--- src/rtl/pdcal_pkg.sv ---
package pdcal_pkg;

    typedef enum logic [2:0] {
        ST_PDOWN   = 3'd0,
        ST_WAITREF = 3'd1,
        ST_CAL     = 3'd2,
        ST_ACQ     = 3'd3,
        ST_RUN     = 3'd4
    } seq_state_e;

    typedef struct packed {
        logic drv_en;
        logic loop_rst;
        logic cal_run;
        logic acq_en;
        logic busy;
    } seq_ctl_t;

    function automatic int unsigned cnt_width(input int unsigned n);
        return (n < 2) ? 1 : $clog2(n + 1);
    endfunction

    function automatic seq_ctl_t decode_ctl(input seq_state_e s);
        seq_ctl_t c;
        c.drv_en   = (s != ST_PDOWN);
        c.loop_rst = (s == ST_PDOWN);
        c.cal_run  = (s == ST_CAL);
        c.acq_en   = (s == ST_ACQ) || (s == ST_RUN);
        c.busy     = (s == ST_WAITREF) || (s == ST_CAL) || (s == ST_ACQ);
        return c;
    endfunction

endpackage

--- src/rtl/pdcal_input_cond.sv ---
module pdcal_input_cond (
    input  logic clk,
    input  logic rst,
    input  logic pin_async,
    output logic lvl
);
    logic s1, s2, s3;

    always_ff @(posedge clk) begin
        if (rst) begin
            s1  <= 1'b0;
            s2  <= 1'b0;
            s3  <= 1'b0;
            lvl <= 1'b0;
        end else begin
            s1 <= pin_async;
            s2 <= s1;
            s3 <= s2;
            if ((s2 == s3) && (s2 != lvl))
                lvl <= s2;
        end
    end

    // the filtered level moves only after two equal synchronised samples
    assert_two_samples_R3: assert property (@(posedge clk) disable iff (rst)
        (lvl != $past(lvl)) |-> ($past(s2) == lvl) && ($past(s3) == lvl));

endmodule

--- src/rtl/pdcal_high_timer.sv ---
module pdcal_high_timer #(
    parameter int unsigned MIN_HIGH_CYC = 50
) (
    input  logic clk,
    input  logic rst,
    input  logic lvl,
    output logic qualified
);
    localparam int unsigned HW = pdcal_pkg::cnt_width(MIN_HIGH_CYC);
    localparam logic [HW-1:0] LIMIT = HW'(MIN_HIGH_CYC);

    logic [HW-1:0] hcnt;

    always_ff @(posedge clk) begin
        if (rst)
            hcnt <= '0;
        else if (!lvl)
            hcnt <= '0;
        else if (hcnt != LIMIT)
            hcnt <= hcnt + 1'b1;
    end

    assign qualified = (hcnt == LIMIT);

    // the high-interval count saturates at the threshold
    assert_high_sat_R4: assert property (@(posedge clk) disable iff (rst)
        hcnt <= LIMIT);

    // the count restarts after every low level
    assert_high_clear_R9: assert property (@(posedge clk) disable iff (rst)
        !$past(lvl) |-> (hcnt == '0));

endmodule

--- src/rtl/pdcal_phase_cnt.sv ---
module pdcal_phase_cnt #(
    parameter int unsigned PW = 7
) (
    input  logic          clk,
    input  logic          rst,
    input  logic          clr,
    output logic [PW-1:0] phase
);
    always_ff @(posedge clk) begin
        if (rst || clr)
            phase <= '0;
        else
            phase <= phase + 1'b1;
    end
endmodule

--- src/rtl/pdcal_fsm.sv ---
module pdcal_fsm
    import pdcal_pkg::*;
#(
    parameter int unsigned CAL_CYC = 64,
    parameter int unsigned ACQ_CYC = 32,
    parameter int unsigned PW      = 7
) (
    input  logic          clk,
    input  logic          rst,
    input  logic          lvl,
    input  logic          qualified,
    input  logic          ref_active,
    input  logic [PW-1:0] phase,
    output logic          phase_clr,
    output seq_ctl_t      ctl,
    output logic          cal_done,
    output logic          short_pulse
);
    localparam logic [PW-1:0] CAL_LAST = PW'(CAL_CYC - 1);
    localparam logic [PW-1:0] ACQ_LAST = PW'(ACQ_CYC - 1);

    seq_state_e state, state_nxt;
    logic       short_set;

    always_comb begin
        state_nxt = state;
        short_set = 1'b0;
        if (lvl) begin
            state_nxt = ST_PDOWN;
        end else begin
            unique case (state)
                ST_PDOWN: begin
                    if (qualified)
                        state_nxt = ref_active ? ST_CAL : ST_WAITREF;
                    else begin
                        state_nxt = ST_RUN;
                        short_set = 1'b1;
                    end
                end
                ST_WAITREF: if (ref_active) state_nxt = ST_CAL;
                ST_CAL: begin
                    if (!ref_active)
                        state_nxt = ST_WAITREF;
                    else if (phase == CAL_LAST)
                        state_nxt = ST_ACQ;
                end
                ST_ACQ: if (phase == ACQ_LAST) state_nxt = ST_RUN;
                default: state_nxt = ST_RUN;
            endcase
        end
    end

    assign phase_clr = (state_nxt != state);
    assign ctl       = decode_ctl(state);

    always_ff @(posedge clk) begin
        if (rst) begin
            state       <= ST_RUN;
            cal_done    <= 1'b0;
            short_pulse <= 1'b0;
        end else begin
            state       <= state_nxt;
            cal_done    <= (state == ST_CAL) && (state_nxt == ST_ACQ);
            if (short_set)
                short_pulse <= 1'b1;
        end
    end

    // a high filtered level always lands in powerdown
    assert_pd_level_R2: assert property (@(posedge clk) disable iff (rst)
        $past(lvl) |-> (state == ST_PDOWN));

    // calibration is entered only with the reference present
    assert_cal_entry_ref_R5: assert property (@(posedge clk) disable iff (rst)
        (state == ST_CAL && $past(state) != ST_CAL) |-> $past(ref_active));

    // calibration hands over to acquisition only after its full count
    assert_cal_len_R4: assert property (@(posedge clk) disable iff (rst)
        (state == ST_ACQ && $past(state) == ST_CAL) |-> ($past(phase) == CAL_LAST));

    // done is a single-cycle pulse at the exit from calibration
    assert_done_pulse_R7: assert property (@(posedge clk) disable iff (rst)
        cal_done |=> !cal_done);
    assert_done_exit_R7: assert property (@(posedge clk) disable iff (rst)
        cal_done |-> ($past(state) == ST_CAL) && (state == ST_ACQ));

    // the short-interval flag never clears without reset
    assert_short_sticky_R9: assert property (@(posedge clk) disable iff (rst)
        $past(short_pulse) |-> short_pulse);

endmodule

--- src/rtl/pdcal_seq.sv ---
module pdcal_seq
    import pdcal_pkg::*;
#(
    parameter int unsigned MIN_HIGH_CYC = 50,
    parameter int unsigned CAL_CYC      = 64,
    parameter int unsigned ACQ_CYC      = 32
) (
    input  logic clk,
    input  logic rst,
    input  logic pd_cal_pin,
    input  logic ref_active,
    input  logic lol_in,
    output logic drv_en,
    output logic loop_rst,
    output logic cal_run,
    output logic acq_en,
    output logic busy,
    output logic cal_done,
    output logic short_pulse,
    output logic lol_out
);
    localparam int unsigned PH_MAX = (CAL_CYC > ACQ_CYC) ? CAL_CYC : ACQ_CYC;
    localparam int unsigned PW     = cnt_width(PH_MAX);

    logic          lvl;
    logic          qualified;
    logic          phase_clr;
    logic [PW-1:0] phase;
    seq_ctl_t      ctl;

    pdcal_input_cond u_cond (
        .clk       (clk),
        .rst       (rst),
        .pin_async (pd_cal_pin),
        .lvl       (lvl)
    );

    pdcal_high_timer #(.MIN_HIGH_CYC(MIN_HIGH_CYC)) u_htimer (
        .clk       (clk),
        .rst       (rst),
        .lvl       (lvl),
        .qualified (qualified)
    );

    pdcal_phase_cnt #(.PW(PW)) u_phase (
        .clk   (clk),
        .rst   (rst),
        .clr   (phase_clr),
        .phase (phase)
    );

    pdcal_fsm #(.CAL_CYC(CAL_CYC), .ACQ_CYC(ACQ_CYC), .PW(PW)) u_fsm (
        .clk         (clk),
        .rst         (rst),
        .lvl         (lvl),
        .qualified   (qualified),
        .ref_active  (ref_active),
        .phase       (phase),
        .phase_clr   (phase_clr),
        .ctl         (ctl),
        .cal_done    (cal_done),
        .short_pulse (short_pulse)
    );

    assign drv_en   = ctl.drv_en;
    assign loop_rst = ctl.loop_rst;
    assign cal_run  = ctl.cal_run;
    assign acq_en   = ctl.acq_en;
    assign busy     = ctl.busy;
    assign lol_out  = lol_in & ctl.acq_en;

    // the alarm is silent whenever acquisition is not enabled
    assert_lol_mask_R10: assert property (@(posedge clk) disable iff (rst)
        !acq_en |-> !lol_out);

    // drivers never run while the loop is held in reset
    assert_drv_off_R2: assert property (@(posedge clk) disable iff (rst)
        loop_rst |-> !drv_en);

endmodule

--- config.mk ---
export PLATFORM = sky130hd
export DESIGN_NAME = pdcal_seq
export DESIGN_NICKNAME = d
export VERILOG_FILES = /design/src/rtl/pdcal_pkg.sv /design/src/rtl/pdcal_input_cond.sv /design/src/rtl/pdcal_high_timer.sv /design/src/rtl/pdcal_phase_cnt.sv /design/src/rtl/pdcal_fsm.sv /design/src/rtl/pdcal_seq.sv
export SDC_FILE = /design/constraint.sdc
export NUM_CORES = 1
export LEC_CHECK = 0
export BUFFER_PORTS_ARGS = -buffer_cell sky130_fd_sc_hd__buf_2
export CORE_MARGIN = 10
export CORE_UTILIZATION = 34
export DETAILED_ROUTE_END_ITERATION = 6
export SYNTH_ARGS = -nofsm -noshare
export SYNTH_HDL_FRONTEND = slang
export SYNTH_HIERARCHICAL = 1
export SYNTH_SLANG_ARGS = --single-unit
--- constraint.sdc ---
create_clock -name clk -period 4.2 [get_ports clk]
set_input_delay 0.63 -clock clk [delete_from_list [all_inputs] [get_ports clk]]
set_output_delay 0.63 -clock clk [all_outputs]
set_load 0.02 [all_outputs]
==> impl.org, run 1 <==
** GRT
- The number of antenna violations at the first check in global routing is 0.
- Pin count of the biggest net entering global routing :: 16
- Global-route wire length before repair :: 3.55 mm
- Met3 usage :: under 10%
- Across every metal layer, demand over resource in global routing totals 7.19%.
- Final global-route overflow total :: 0
- Number of global-route vias before repair :: 780
- After global routing, the most crowded layer is met2.
- Met2 usage in global routing :: 11.0%
- Global Route met1 Usage :: 8.75%

** STA
- Max transition margin :: 66.9%
- Post-route worst setup slack :: 1.59 ns
- On the final layout, the worst clock skew is 0.00425 ns.
- The final critical path takes up 62.2% of the cycle.
- Timing-limited maximum frequency :: 0.383 GHz
- Hold Fails Final Rpt :: 0
- Adding up every negative setup slack in the final design gives 0 ns.
- The max-slew violation total from the final report was 0.
- Setup violations remaining at the end of the flow were counted as 0.
- Final min period :: 2.61 ns
- Worst-Margin Slew :: ~0.5 ns
- RSZ-0062 raised after global routing :: false

** CTS
- Clock-pin slew was measured on the worst setup and hold paths at 0.12 ns.
- H-tree levels :: 1
- Post-CTS setup repair buffer count :: 0
- The longest clock path from root to sink contains 2 buffers.
- Clock tree synthesis found a total of 22 sinks.
- CTS tree :: built
- Post-cts hold buffer count :: 0
- The clock reaches the later pin of the worst-skew pair after 0.31 ns.
- The tree is rooted in a clkbuf_4.
- Number of cells upsized or downsized after cts :: 0
- TritonCTS created 3 clock buffers.

** Drt
- Initial DRT Pass Iterations :: 4
- Routed WL :: ~2.1 mm
- Antenna Nets Post-Route :: 0
- For this block, the initial DRC count from the detailed router was 38.
- Detail-routed net length per standard cell :: ~12 um
- After detailed routing, the number of remaining DRC violations is 0.
- For this block, the via count after detailed routing is approximately 900.
- Using the TritonRoute via totals, the vias-per-cell ratio works out to 4.96.

** Critical path
- Along the worst path, the maximum fanout reaches 7.
- Endpoint type of the worst setup path :: flip-flop
- STA classifies the critical path startpoint as a flip-flop.
- Counting cells, the worst reg-to-reg path comes to 11.
- Data on the critical path arrives at its endpoint at 2.86 ns.
- For the worst setup path, the data required time is 4.45 ns.
- Category of the critical setup timing path :: reg2reg

** Worst hold path
- In this run the worst hold path is classified as reg2reg.
- Counting instances, the worst hold path has a depth of 1.

** Yosys
- The synthesized netlist devotes 12.4% of its cell area to compound gates.
- Share of the yosys chip area belonging to registers :: between 30% and 40%
- After synthesis, the netlist uses 44 different library cells.
- Avg Inst Size Synth :: 9.15 um2
- Post-synthesis simple-gate area fraction :: about a third
- Synth Area in XOR/XNOR :: approximately 5.5%
- Number of synthesized flops with an enable pin :: 0
- In the synthesized netlist the dominant register cell turns out to be dfxtp_1.
- After synthesis, the largest family of logic cells by area is simple AND/OR/NAND/NOR gates.
- The number of nets in the synthesized netlist is 129.
- Multiplexer area fraction after synthesis :: approximately 1.4%
- Cell Area, Synth :: ~1100 um2
- The synthesized netlist devotes 3.39% of its cell area to adder and majority cells.
- FFs w/ async S/R, synth :: 0%
- After synthesis the netlist holds a flip-flop and latch count of 22.
- The cell count after synthesis came out at 121.
- During synthesis, Yosys emitted a total of 6 warnings.

** Finish
- Count of nets after finishing :: 142
- Synthesis-to-layout area growth :: 11.0%
- At the end of the flow the core is filled with cells to ~40%.
- Commonest non-fill, non-tap cell in the layout :: dfxtp_1
- For this run, the number of standard cells in the final layout without fillers is 177.
- The library cells used most frequently in the layout, excluding fill and tap cells, are dfxtp_1, nor2_1, buf_2.
- Count of inserted antenna diode cells :: 0
- Share of final-layout standard cells stronger than drive strength 1 :: 21.8%

** Floorplan
- Die Ht :: 77.1 um
- After floorplanning, the core was sized to cover slightly above 3000 um2.
- Once the floorplan was initialized, standard cells occupied 36.0% of the core.
- For this design the top-level I/O count stands at 13.
- Die area :: 5940 um2
- Width of the die :: 77.1 um
- The floorplan has 20 rows.

** Place
- Weighted congestion at the end of routability-driven global placement :: approximately 0.79
- Post-detail-place hpwl :: roughly 1.5 mm
- Prior to clock tree synthesis, the placed netlist has a worst setup slack of 1.65 ns.
- Port bufs :: 12
- Cell Count Post-Placement :: 173

** Job
- # Max-Cap Violations :: 0

** Power
- For this design the static power due to leakage is 0.000442 uW.
- Power density relative to cell area :: 281 nW/um2
- VDD sags by at most 0.137 mV.
- PnR Total Power :: 345 uW

** Status
- The run finished with clean final reports.
[cell usage after synthesis, drive strengths merged, types with 4 or more instances]
cell type,instances,area share (%)
inv,6,2.0
dfxtp,22,40
nor3,5,2.7
a21oi,7,3.2
or3,4,2.4
nand2,5,1.7
nor2,13,4.4
xor2,4,3.2
nand2b,4,2.3
nand3,6,3.2
nor2b,4,2.3
o21ai,4,1.8
[path summary, 6_finish.rpt]
path                    startpoint               end  slack, ns
setup / recovery  u_htimer/hcnt[0]  u_phase/phase[2]       1.59
hold / removal           u_cond/s1         u_cond/s2       0.45
setup reg to reg  u_htimer/hcnt[0]  u_phase/phase[2]       1.59
hold reg to reg          u_cond/s1         u_cond/s2       0.45
[metal layers]
metal / part of all wire, % / vias to the layer above
met5: 0 / -
li1: - / 446
met4: 0.91 / 0
met3: 3.9 / 2
met1: 47 / 414
met2: 48 / 16
[logic make-up after synthesis]
kind of cell    count (synthesis)
flops                          22
fa+ha+maj                       3
mux                             1
simple gates                   59
buf+inv                        10
xor+xnor                        7
compound gates                 19
[flip-flops by register name, indices dropped and copies added, names as in the netlist]
| register | count |
|---|---|
| u_phase/phase | 7 |
| u_htimer/hcnt | 6 |
| u_fsm/state | 3 |
| u_cond/lvl | 1 |
| u_cond/s1 | 1 |
| u_cond/s2 | 1 |
| u_cond/s3 | 1 |
| u_fsm/cal_done | 1 |
| u_fsm/short_pulse | 1 |
[power by group]
part	leakage [uW]	switching, uW	internal, uW	total, uW
logic	0.000243	7.09	6.17	13.3
clock network	0.0000210	63.0	52.9	116
registers	0.000178	3.65	212	216
[worst max-delay path, stage by stage, from the launching register on]
cell       delay (ns)
dfxtp_1          0.35
inv_1            0.10
ha_1             0.15
and4bb_1         0.24
and2_4           0.20
o21bai_1         0.10
a2111oi_4        0.42
nor3_2           0.11
nor4b_1          0.28
o31ai_1          0.11
or2_2            0.37
nor2_1           0.14
[stage by stage]
step / hold WS (ns) / area (um2)
final: 0.450 / 1230
after global placement: 0.418 / 1190
after detailed placement: 0.428 / 1190
after global routing: 0.472 / 1230
after floorplan: 0.414 / 1110
after CTS: 0.457 / 1230
[final cells by class]
class	count	area, um2
Fill cell	309	1850
Clock buffer	4	36.3
Sequential cell	22	440
Inverter	6	22.5
Timing Repair Buffer	12	60.1
Tap cell	44	55.1
Multi-Input combinational cell	89	614
(Power assumes the default switching activity.)
==> run 2, diff against run 1 <==
Settings changed: ABC_AREA set to 1.
Clock period 4.2 ns to 2.71 ns, I/O delays scaled along.
==> impl.org, run 2 <==
** STA
- The max-slew violation total from the final report came to 0.
- For the pin with the worst max-slew slack, the measured transition is about 0.26 ns.
- RSZ-0062 raised after global routing :: false
- For the final database, setup skew stands at 0.00270 ns.
- After layout, the worst path uses 80.4% of the clock period.
- The final hold violation count is 0.
- On the final layout, the worst hold slack is around 0.3 ns.
- Setup TNS after final layout :: 0 ns
- The worst path in the final design needs a cycle of 2.18 ns, including I/O delays and setup.
- Setup violations remaining at the end of the flow were counted as 0.
- For this run, the top clock speed supported by timing is 0.459 GHz.
- Max transition margin :: 82.6%

** Finish
- The register with the most flip-flops in the layout has 7 of them.
- Synthesis-to-layout area growth :: 12.3%
- Non-filler cells, final :: 226
- Commonest non-fill, non-tap cell in the layout :: nand2_1
- Largest registers :: u_phase/phase: 7 flops, u_htimer/hcnt: 6 flops, u_fsm/state: 3 flops
- Register with the most flip-flops :: u_phase/phase
- The finished cells cover between 1000 and 1500 um2.
- Count of nets after finishing :: between 150 and 200
- In the layout the commonest cells are nand2_1, inv_1, nor2_1.
- Count of inserted antenna diode cells :: 0
- Share of final-layout standard cells stronger than drive strength 1 :: 17.0%

** GRT
- Pin count of the biggest net entering global routing :: 12
- Antenna violations before repair :: 0
- Final global-route overflow total :: 0
- Number of global-route vias before repair :: between 900 and 1000
- GRT Total Usage :: 7.59%
- Global-route wire length before repair :: 3.90 mm

** Drt
- Antenna Nets Post-Route :: 0
- Initial DRC Count :: 27
- Routed met2 length :: 904 um
- Length of routed wiring on met1 :: 1.11 mm
- Detailed routing placed a total of roughly 90 um of wire on met3.
- Detail-routed net length per standard cell :: 9.36 um
- The routed layout has 967 vias.
- Final routed DRC violation total :: 0
- Highest Signal Layer :: met4
- After detailed routing, the number of vias per cell comes to roughly 4.3.
- For this run, the detailed router's first-pass iteration total came to 4.
- Summed over all layers, the routed wires come to 2.12 mm.

** Place
- The HPWL after detailed placement is between 1.5 and 2 mm.
- Weighted congestion at the end of routability-driven global placement :: 0.796
- Port bufs :: 12
- Placed Instance Area :: ~1200 um2
- The number of placed instances, taps included, is 223.

** CTS
- Number of cells upsized or downsized after cts :: 0
- Clock-pin slew was measured on the worst setup and hold paths at 0.12 ns.
- Total clock buffers created by CTS :: 3
- The tree is rooted in a clkbuf_4.
- Post-CTS setup repair buffer count :: 0
- Max Buffers Root-to-Sink :: 2
- H-tree levels :: 1
- Later-pin clock latency in the skew report :: 0.30 ns
- CTS tree :: built
- Post-cts hold buffer count :: 0
- Clock tree synthesis found a total of 22 sinks.

** Yosys
- Sorting the synthesized cells by area gives the leading types as dfxtp_1, nand2_1, inv_1.
- Yosys warning total :: 6
- Cell Area, Synth :: approximately 1100 um2
- Most frequently used flop master after synthesis :: dfxtp_1
- Of all flip-flops after synthesis, the portion carrying an async set or reset was 0%.
- Synth top cells by count :: nand2_1, inv_1, nor2_1
- Share of the yosys chip area belonging to registers :: roughly two fifths
- Distinct cell type count of the synthesized netlist :: 21
- Among all cell types in the netlist, the one instantiated most often is nand2_1.
- Yosys mapped a number of flops with a built-in enable equal to 0.
- The top cell type by area accounts for 39.5% of the synthesized area.
- Cells after synthesis :: 167
- Avg Inst Size Synth :: 6.68 um2
- Leading area contributor after synthesis :: dfxtp_1
- The synthesized design contains 22 register bits.
- Post-Synthesis Net Count :: between 150 and 200

** Critical path
- Critical Path Source Type :: flip-flop
- In this design, the stage delay of the slowest critical-path cell is 0.36 ns.
- Data arrival, critical path :: 2.42 ns
- Crit path cell chain :: inv_1 > ha_1 > inv_1 > nor2_1 > nand2_2 > inv_2 > inv_1 > nand2_1 > nand2_1 > nand2_1 > nand2_1 > nand2_2 > nand2_1 > nand2_1 > nand2_1 > nor2_2 > nand2_1 > nor2_1 > inv_1 > a21oi_1
- Worst-path fanout max :: 5
- R2R setup slack :: 0.53 ns
- CP dominant cell by count :: nand2_1
- Category of the critical setup timing path :: reg2reg
- Endpoint type of the worst setup path :: flip-flop
- Top Family by Delay on Critical Path :: simple AND/OR/NAND/NOR gates
- Counting both buffers and inverters, the worst setup path holds a total of 5.
- The slowest stage of the critical path belongs to the cell dfxtp_1.
- STA puts the critical path data required time at 2.95 ns.

** Job
- # Max-Cap Violations :: 0

** Floorplan
- Die area :: 5970 um2
- The total area inside the core boundary comes to 3100 um2.
- Starting density of the core :: approximately 36%
- 13 I/O pins were placed.
- Number of placement rows :: 20
- Die Ht :: 77.3 um
- Width of the die :: 77.3 um

** Power
- Proportion of power drawn by flip-flops and latches :: 66.5%
- Maximum vdd ir drop :: 0.144 mV
- Dividing total power by cell area gives a power density of ~400 nW/um2.
- Total internal power :: 389 uW
- The analysis attributes to net switching a power of 111 uW.
- PnR Total Power :: 500 uW
- Switch share :: 22.3%
- Static leakage power :: 0.000574 uW
- Relative contribution of the clock network to total power :: 29.3%
- Combinational logic is responsible for 4.2% of the overall power.

** Worst hold path
- Min-Delay Path Class :: in2reg

** Status
- The flow ran to the end, and the final reports show no timing, DRC or antenna violations.
[run 2: kinds of logic after synthesis]
group	count (synthesis)	synth area share (%)
adder cells (fa/ha/maj)	3	3.37
flip-flops	22	39.5
AO/OA/AOI/OAI	15	7.41
XOR/XNOR	2	1.57
AND/OR/NAND/NOR	95	38.0
buffers and inverters	30	10.1
[run 2: cell type report]
class                   count  area (um2)
clock buffers               3        22.5
fillers                   342        1850
inverters                  30         113
multi-input cells         115         562
flip-flops and latches     22         440
well taps                  44        55.1
repair buffers             12        60.1
[run 2: final timing paths]
kind / startpoint / endpoint / cells after the start
max: u_htimer/hcnt[0] / u_phase/phase[4] / 20
max reg2reg: u_htimer/hcnt[0] / u_phase/phase[4] / 20
min: pd_cal_pin / u_cond/s1 / 3
min reg2reg: u_cond/s1 / u_cond/s2 / 2
[run 2: worst reg2reg max path: stages, from the launching register on]
cell     delay [ns]
dfxtp_1        0.36
inv_1          0.08
ha_1           0.14
inv_1          0.03
nor2_1         0.14
nand2_2        0.10
inv_2          0.09
inv_1          0.05
nand2_1        0.06
nand2_1        0.06
nand2_1        0.06
nand2_1        0.06
nand2_2        0.08
nand2_1        0.07
nand2_1        0.06
nand2_1        0.06
nor2_2         0.09
nand2_1        0.06
nor2_1         0.22
inv_1          0.13
a21oi_1        0.13
[run 2: routing by layer]
layer  GRT usage [%]  vias up
met4            2.74        0
met3            2.80        2
met2            11.4       11
met1            9.63      414
met5               0        -
li1                -      540
[run 2: metrics by stage]
stage / utilization [%] / setup WS (ns)
floorplan: - / 0.837
global placement: 39.6 / 0.598
detailed placement: 39.6 / 0.548
CTS: 40.4 / 0.510
global route: 40.4 / 0.161
finish: 40.4 / 0.531
[run 2: power groups by stage]
stage | Clock, uW | Sequential [uW] | Combinational (uW)
2_1_floorplan | 0 | 340 | 13.5
3_3_place_gp | 0 | 340 | 20.8
3_5_place_dp | 0 | 340 | 21.5
4_1_cts | 161 | 333 | 21.5
5_1_grt | 164 | 334 | 25.6
6_report | 147 | 333 | 21.0
